[src/rtl/modbank_pkg.sv]
package modbank_pkg;

    localparam int NREG      = 3;
    localparam int DATA_W    = 8;
    localparam int ADDR_W    = 8;
    localparam int MOD_MAX_W = 16;
    localparam int NARROW_W  = 12;
    localparam int IDX_W     = (NREG > 1) ? $clog2(NREG) : 1;

    localparam logic [ADDR_W-1:0]    BANK_BASE = 8'h0B;
    localparam logic [MOD_MAX_W-1:0] MIN_MOD   = 16'h000F;

    typedef logic [DATA_W-1:0]    byte_t;
    typedef logic [MOD_MAX_W-1:0] mod_t;

    typedef enum logic [1:0] {
        ACC_NONE = 2'd0,
        ACC_HI   = 2'd1,
        ACC_LO   = 2'd2
    } acc_kind_e;

    typedef struct packed {
        logic             hit;
        logic             lo;
        logic [IDX_W-1:0] idx;
    } addr_dec_t;

    // Highest register index is the full-width receive modulus.
    function automatic int reg_width(int i);
        return (i == NREG - 1) ? MOD_MAX_W : NARROW_W;
    endfunction

    function automatic byte_t hi_mask_of(logic [IDX_W-1:0] idx);
        int w;
        w = reg_width(int'(idx));
        return byte_t'((1 << (w - DATA_W)) - 1);
    endfunction

    function automatic addr_dec_t decode(logic [ADDR_W-1:0] a);
        addr_dec_t        d;
        logic [ADDR_W-1:0] off;
        d   = '0;
        off = a - BANK_BASE;
        if (a >= BANK_BASE && off < ADDR_W'(2 * NREG)) begin
            d.hit = 1'b1;
            d.lo  = off[0];
            d.idx = off[IDX_W:1];
        end
        return d;
    endfunction

    function automatic mod_t assemble(byte_t hi, byte_t lo, int w);
        mod_t m;
        m = {hi, lo};
        return m & mod_t'((1 << w) - 1);
    endfunction

endpackage

[src/rtl/modbank_tmpbuf.sv]
module modbank_tmpbuf
    import modbank_pkg::*;
(
    input  logic  clk,
    input  logic  rst,
    input  logic  load_wr,
    input  byte_t wr_byte,
    input  logic  load_snap,
    input  byte_t snap_byte,
    output byte_t tmp_q
);

    // A parked upper-byte store wins over a snapshot in the same cycle.
    always_ff @(posedge clk) begin
        if (rst) begin
            tmp_q <= '0;
        end else if (load_wr) begin
            tmp_q <= wr_byte;
        end else if (load_snap) begin
            tmp_q <= snap_byte;
        end
    end

    assert_snap_loads_buffer_R4: assert property (@(posedge clk) disable iff (rst)
        (load_snap && !load_wr) |=> (tmp_q == $past(snap_byte)));

endmodule

[src/rtl/modbank_reg.sv]
module modbank_reg
    import modbank_pkg::*;
#(
    parameter int W = MOD_MAX_W
) (
    input  logic  clk,
    input  logic  rst,
    input  logic  commit,
    input  byte_t hi_byte,
    input  byte_t lo_byte,
    output mod_t  q_ext,
    output logic  bad_pulse
);

    logic [W-1:0] q;
    mod_t         cand;

    assign cand  = assemble(hi_byte, lo_byte, W);
    assign q_ext = MOD_MAX_W'(q);

    always_ff @(posedge clk) begin
        if (rst) begin
            q         <= '0;
            bad_pulse <= 1'b0;
        end else begin
            bad_pulse <= 1'b0;
            if (commit) begin
                q         <= cand[W-1:0];
                bad_pulse <= (cand < MIN_MOD);
            end
        end
    end

    assert_hold_without_commit_R3: assert property (@(posedge clk) disable iff (rst)
        !commit |=> $stable(q));

    assert_bad_only_after_commit_R12: assert property (@(posedge clk) disable iff (rst)
        bad_pulse |-> $past(commit));

endmodule

[src/rtl/modbank_cnt.sv]
module modbank_cnt
    import modbank_pkg::*;
#(
    parameter int W = MOD_MAX_W
) (
    input  logic         clk,
    input  logic         rst,
    input  logic         en,
    input  logic [W-1:0] modulus,
    output logic         tick
);

    logic [W-1:0] cnt;

    always_ff @(posedge clk) begin
        if (rst || !en) begin
            cnt  <= '0;
            tick <= 1'b0;
        end else if (cnt == '0) begin
            cnt  <= modulus;
            tick <= 1'b1;
        end else begin
            cnt  <= cnt - 1'b1;
            tick <= 1'b0;
        end
    end

    assert_idle_when_off_R9: assert property (@(posedge clk) disable iff (rst)
        !en |=> (cnt == '0 && !tick));

    assert_reload_takes_modulus_R10: assert property (@(posedge clk) disable iff (rst)
        tick |-> (cnt == $past(modulus)));

    assert_reload_only_at_zero_R11: assert property (@(posedge clk) disable iff (rst)
        tick |-> ($past(cnt) == '0));

endmodule

[src/rtl/modbank.sv]
module modbank
    import modbank_pkg::*;
(
    input  logic                      clk,
    input  logic                      rst,
    input  logic [ADDR_W-1:0]         addr,
    input  logic                      wr_en,
    input  logic [DATA_W-1:0]         wr_data,
    input  logic                      rd_en,
    output logic [DATA_W-1:0]         rd_data,
    input  logic [NREG-1:0]           cnt_en,
    output logic [NREG*MOD_MAX_W-1:0] mod_q,
    output logic [NREG-1:0]           reload_tick,
    output logic [NREG-1:0]           mod_bad
);

    addr_dec_t dec;
    acc_kind_e wr_kind, rd_kind;
    byte_t     tmp;
    mod_t      mods [NREG];
    mod_t      live;
    logic      wr_hi, wr_lo, rd_lo, rd_hi;

    assign dec = decode(addr);

    always_comb begin
        wr_kind = ACC_NONE;
        rd_kind = ACC_NONE;
        if (dec.hit) begin
            if (wr_en)      wr_kind = dec.lo ? ACC_LO : ACC_HI;
            else if (rd_en) rd_kind = dec.lo ? ACC_LO : ACC_HI;
        end
    end

    assign wr_hi = (wr_kind == ACC_HI);
    assign wr_lo = (wr_kind == ACC_LO);
    assign rd_hi = (rd_kind == ACC_HI);
    assign rd_lo = (rd_kind == ACC_LO);

    always_comb begin
        live = '0;
        for (int i = 0; i < NREG; i++) begin
            if (dec.idx == IDX_W'(i)) live = mods[i];
        end
    end

    modbank_tmpbuf u_tmp (
        .clk       (clk),
        .rst       (rst),
        .load_wr   (wr_hi),
        .wr_byte   (wr_data),
        .load_snap (rd_lo),
        .snap_byte (live[MOD_MAX_W-1:DATA_W]),
        .tmp_q     (tmp)
    );

    for (genvar i = 0; i < NREG; i++) begin : g_reg
        localparam int WI = reg_width(i);
        logic commit_i;

        assign commit_i = wr_lo && (dec.idx == IDX_W'(i));

        modbank_reg #(.W(WI)) u_reg (
            .clk       (clk),
            .rst       (rst),
            .commit    (commit_i),
            .hi_byte   (tmp),
            .lo_byte   (wr_data),
            .q_ext     (mods[i]),
            .bad_pulse (mod_bad[i])
        );

        modbank_cnt #(.W(WI)) u_cnt (
            .clk     (clk),
            .rst     (rst),
            .en      (cnt_en[i]),
            .modulus (mods[i][WI-1:0]),
            .tick    (reload_tick[i])
        );

        assign mod_q[i*MOD_MAX_W +: MOD_MAX_W] = mods[i];
    end

    always_ff @(posedge clk) begin
        if (rst) begin
            rd_data <= '0;
        end else if (rd_en && !wr_en) begin
            unique case (rd_kind)
                ACC_LO:  rd_data <= live[DATA_W-1:0];
                ACC_HI:  rd_data <= tmp & hi_mask_of(dec.idx);
                default: rd_data <= '0;
            endcase
        end
    end

    assert_hi_store_keeps_outputs_R2: assert property (@(posedge clk) disable iff (rst)
        wr_hi |=> $stable(mod_q));

    assert_unmapped_keeps_buffer_R7: assert property (@(posedge clk) disable iff (rst)
        !dec.hit |=> $stable(tmp));

    assert_hi_read_masked_R6: assert property (@(posedge clk) disable iff (rst)
        rd_hi |=> ((rd_data & ~$past(hi_mask_of(dec.idx))) == '0));

    assert_lo_read_snapshots_R4: assert property (@(posedge clk) disable iff (rst)
        rd_lo |=> (tmp == $past(live[MOD_MAX_W-1:DATA_W])));

endmodule

[config.mk]
export PLATFORM = sky130hd
export DESIGN_NAME = modbank
export DESIGN_NICKNAME = d
export VERILOG_FILES = /design/src/rtl/modbank_pkg.sv /design/src/rtl/modbank_tmpbuf.sv /design/src/rtl/modbank_reg.sv /design/src/rtl/modbank_cnt.sv /design/src/rtl/modbank.sv
export SDC_FILE = /design/constraint.sdc
export NUM_CORES = 1
export LEC_CHECK = 0
export BUFFER_PORTS_ARGS = -buffer_cell sky130_fd_sc_hd__buf_2
export CAP_MARGIN = 20
export CORE_MARGIN = 4
export CORE_UTILIZATION = 50
export DETAILED_ROUTE_END_ITERATION = 16
export PLACE_DENSITY = 0.72
export SYNTH_ARGS = -nofsm -noshare
export SYNTH_HDL_FRONTEND = slang
export SYNTH_SLANG_ARGS = --single-unit
[constraint.sdc]
create_clock -name clk -period 3.33 [get_ports clk]
set_clock_uncertainty 0.05 [all_clocks]
set_input_delay 0.333 -clock clk [delete_from_list [all_inputs] [get_ports clk]]
set_output_delay 0.333 -clock clk [all_outputs]
set_load 0.005 [all_outputs]
# After elaboration in Yosys (flattened, before gate mapping)
# Cells that the tools add are included.
# totals
inputBits	23
elab_cells	76
ff_bits	102
out_inout_bits	62
# classes
addsub	6
order_cmp	4
eq_ne	7
shifts	1
bitwise_logic	4
muxes	20
n_reduce_logical	20
# ops
op	count
two-way mux 16 bit	3
two-way mux 12 bit	3
left shift 1 x 32 -> 8 bit (first input constant)	1
logical NOT 12 bit	2
subtractor 12 x 1 -> 12 bit (second input constant)	2
logical NOT 16 bit	1
< comparator 16 x 4 -> 1 bit (second input constant)	1
two-way mux 8 bit	2
one-hot mux 8 bit (2 select lines)	1
subtractor 16 x 1 -> 16 bit (second input constant)	1
< comparator 12 x 4 -> 1 bit (second input constant)	1
two-way mux 2 bit	6
AND 8 bit	1
equality test 2 bit (second input constant)	4
>= comparator 8 x 4 -> 1 bit (second input constant)	1
< comparator 8 x 3 -> 1 bit (second input constant)	1
subtractor 8 x 2 -> 8 bit (second input constant)	1
subtractor 8 x 4 -> 8 bit (second input constant)	1
equality test 2 x 1 -> 1 bit (second input constant)	3
OR reduction 2 bit	3
subtractor 5 x 4 -> 6 bit (second input constant)	1
logical AND 1 bit	5
two-way mux 5 bit	1
logical NOT 1 bit	4
other kinds (6)	12

# Depth between registers and ports, before layout
# logic_depth
ltp_word	11
mapped_depth	14
ltp_nobuf	11

# By module
# Synthesis repeated with hierarchy kept, for this count alone.
# hier_totals
cells_unflattened	612
hier_area_um2	5515.3
# by_module_without_submodules
mod	cells_per_inst	instances	area_each_um2	seq_area_each_um2
modbank_cnt at g_reg[0].u_cnt ...	76	2	698.2	260.2
modbank	165	1	1153.6	160.2
modbank_reg at g_reg[0].u_reg ...	49	2	514.2	260.2
modbank_cnt at g_reg[2].u_cnt	103	1	920.9	340.3
modbank_reg at g_reg[2].u_reg	59	1	646.9	340.3
modbank_tmpbuf	35	1	369.1	160.2

# Worst setup path after synthesis
# Ideal clock, no wire load.
# synth_path
path_type	input-to-reg
from	input port addr[0]
to	register rd_data[0]
slack_ns	0.273
path_buffers	1
setup_ns	0.071
stages	9
arrival_ns	2.936
required_ns	3.209
cell_sequence	ha_1 > clkbuf_1 > a22o_1 > a221oi_2 > nand2_1 > or3_1 > ha_1 > nor4b_1 > o2bb2ai_1
# synth_via
elab_chain_cells	11
word_cells_on_any_way	24
classes_between	add/sub (3); order compare (2); eq/ne (5); shift (1); mux (10); bitwise (1); reduce/logical (2)
# synth_rtl
item	line_no	text
start: declaration	modbank.sv:6	input logic [ADDR_W-1:0] addr,
subtractor 8 x 4 -> 8 bit	modbank_pkg.sv:43	off = a - BANK_BASE;
< comparator 8 x 3 -> 1 bit	modbank_pkg.sv:44	if (a >= BANK_BASE && off < ADDR_W'(2 * NREG)) begin
logical AND 1 bit	modbank_pkg.sv:44	
two-way mux 4 bit (*)	modbank_pkg.sv:44	
equality test 2 bit	modbank_pkg.sv:30	return (i == NREG - 1) ? MOD_MAX_W : NARROW_W;
two-way mux 5 bit	modbank_pkg.sv:30	
subtractor 5 x 4 -> 6 bit	modbank_pkg.sv:36	return byte_t'((1 << (w - DATA_W)) - 1);
left shift 1 x 32 -> 8 bit	modbank_pkg.sv:36	
subtractor 8 x 2 -> 8 bit	modbank_pkg.sv:36	
AND 8 bit	modbank.sv:90	ACC_HI: rd_data <= tmp & hi_mask_of(dec.idx);
one-hot mux 8 bit (2 select lines) (*)	modbank.sv:88	unique case (rd_kind)
end signal: assignment	modbank.sv:89	ACC_LO: rd_data <= live[DATA_W-1:0];
end signal: assignment	modbank.sv:90	
end: declaration	modbank.sv:10	output logic [DATA_W-1:0] rd_data,
# Every way passes the cells marked *; elsewhere a longest branch is shown, timed or not.
# A chain may end at the register's enable or synchronous reset.

# Worst setup path after layout
# Same ends and word-level chain as after synthesis.

==> qor.yml <==
drt.antenna.violating_nets: 0
die_area_sq_mm: 0.0115
synth_area_sq_mm: 0.00492
grt_start_max_net_pins: 57
io_pins: 85
setup_viol: 0
cts_setup_buffers: 0
synth_ff_type: "dfxtp_1"
crit_top_cell: "ha_1"
avgViaCountPerCell: 5.67
worstMarginPinSlew_ns: 0.751
first_pass_iters: 4
synth.avg_cell_area_sq_um: 9.04
hold_class: "primary input to register"
die_h_um: 107
io_buffers: 76
cp-end-kind: "register"
dpl.hpwl_um: 9100
cts_root_buffer: "clkbuf_8"
vias: 4190
powerDensity_mw_per_mm2: 718
die_w_um: 107
post_drt_wl_per_cell_um: 16.8
numCtsBuffers: 9
grt_usage_pct: 21.8
rsz0062_at_grt: "no"
grt_pass1_vias: 3923
utilization_pct: 58.4
drt-initial-drc-count: 325
fin_nets: 637
ctsHtreeMaxLevel: 3
coreArea_sq_mm: 0.00942
start_util_pct: 52.2
clock_path_buffers: 2
ir_drop_mv: 0.505
max_freq_mhz: 356
crit_slowest_cell: "or3_1"
crit_chain: "buf_2 > ha_1 > a22o_1 > a221oi_2 > nand2_1 > or3_1 > ha_1 > nor3b_1 > a22oi_1 > o2bb2ai_1"
synthArstFlopShare_pct: 0
cts.sinks: 102
ctsHoldBuffers: 0
route.detailed.drc: 0
worstPathArrival_ns: 3.04
path_max_fanout: 6
syn_inst: 544
ys_seq_area_share_pct: 41.5
worstSetupPathType: "primary input to register"
rrSetupSlack_ns: 0.98
min_period_over_period_pct: 84.4
gp_congestion: 0.879
synth_warnings: 0
antenna_found_initial: 0
status: "finished clean"
row_count: 35
synth_seq_cells: 102
slew_viol_final: 0
maxCapViolations: 0
setup_tns_ns: 0
drive_gt1_share_pct: 18.7
static-leakage-power_nw: 2.43
routed_wl_um: 12400
cts_tree: "yes"
grt-ovfl-total: 0
slew_headroom_pct: 49.8
max_stage_delay_ns: 0.47
syn2layout_area_growth_pct: 11.8
grt_pass1_wl_um: 20100
worstSkewPairLatency_ns: 0.36
synth_edf_count: 0
post-route-min-period_ns: 2.81
hold_viol: 0
ctsResizeCount: 0
start_kind: "primary input"
clk_pin_slew_ns: 0.09
worstPathRequired_ns: 3.56
yosys.cell_types.count: 52
antenna_cells: 0
[where the power goes]
group	switching, W	internal, W	total (W)	leakage, nW
registers	0.000145	0.00139	0.00154	0.827
clock network	0.000411	0.000269	0.000680	0.0820
logic	0.00100	0.000732	0.00173	1.52
[flip-flops by register name, summed over array words and instances (netlist names)]
name and cells:
g.u_cnt.cnt 40, g.u_reg.q 24, g.u_reg.q_ext 16, rd_data 8
u_tmp.tmp_q 8, g.u_cnt.tick 3, g.u_reg.bad_pulse 3
[layout by cell type (no fill, tap or decap), types with 9 or more instances in the layout]
master / netlist / final
a211oi_1: 35 / 35
a22oi_1: 12 / 12
buf_2: 2 / 76
buf_4: 15 / 12
clkbuf_8: 0 / 9
dfxtp_1: 102 / 102
ha_1: 9 / 9
inv_1: 11 / 11
mux2i_1: 39 / 39
nand2_1: 17 / 17
nand2b_1: 12 / 12
nand4_1: 9 / 9
nor2_1: 96 / 96
nor3_1: 9 / 9
nor4_1: 9 / 9
o21ai_0: 12 / 12
xnor2_1: 21 / 21
xor2_1: 9 / 9
[synth_stat cells, types with 8 or more instances]
master	instances	area, sq um
nand2_1	17	63.8
mux2i_1	39	390
xor2_1	9	78.8
nor2_1	96	360
a22o_1	8	70.1
clkbuf_1	25	93.8
dfxtp_1	102	2040
nand2b_1	12	75.1
nand4_1	9	56.3
a22oi_1	12	90.1
inv_1	11	41.3
a211oi_1	35	263
nor4_1	9	56.3
xnor2_1	21	184
o21ai_0	12	60.1
nor3_1	9	45.0
o2bb2ai_1	8	70.1
buf_4	15	113
ha_1	9	113
[worst max-delay path, delay by kind of cell]
family | cells | cell delay, ns
adder cells (fa/ha/maj) | 2 | 0.67
buffers and inverters | 1 | 0.14
AND/OR/NAND/NOR | 3 | 1.08
AO/OA/AOI/OAI | 4 | 0.81
[final timing paths]
kind | from | to | cells past startpoint
max | addr[0] | rd_data[0] | 10
min | rst | g_reg[2].u_reg.q_ext[10] | 2
max reg2reg | g_reg[1].u_cnt.cnt[4] | g_reg[1].u_cnt.cnt[10] | 6
min reg2reg | g_reg[2].u_cnt.cnt[0] | g_reg[2].u_cnt.cnt[0] | 1
[cells by family (layout without fill, tap and decap cells)]
| family | after synthesis | count (layout) | share of synthesized area (%) |
|---|---|---|---|
| AOI/OAI and AO/OA | 106 | 106 | 16.5 |
| adders and majority gates | 9 | 9 | 2.29 |
| muxes | 39 | 39 | 7.94 |
| xor gates and xnor gates | 30 | 30 | 5.34 |
| other | 1 | 8 | 0.0762 |
| DFF | 102 | 102 | 41.5 |
| and+or+nand+nor | 201 | 201 | 20.6 |
| buffers and inverters | 56 | 115 | 5.77 |
[layer usage]
metal  vias up  part of all wire [%]  track usage (%)
met5         -                     0                0
met4         0                   1.3             4.29
met3        13                   7.4             5.30
met2       142                    46             35.4
met1      1964                    45             29.5
li1       2071                     -                -
[layout make-up]
type                    instances  area, sq um
well taps                     129          161
clock buffers                  10          128
flip-flops and latches        102         2040
inverters                      11         41.3
fillers                       844         3920
repair buffers                 88          470
clock inverters                 6         38.8
multi-input cells             393         2620
[per-stage QoR]
step	cells	setup slack [ns]	area (sq um)	total power, W	hold slack, ns
floorplan	551	0.273	4940	0.00299	0.386
global placement	723	0.345	5330	0.00325	0.413
detailed placement	723	0.214	5330	0.00330	0.425
CTS	739	0.544	5500	0.00398	0.201
global route	739	0.391	5500	0.00429	0.195
finish	739	0.521	5500	0.00395	0.201
(Power assumes the default switching activity.)
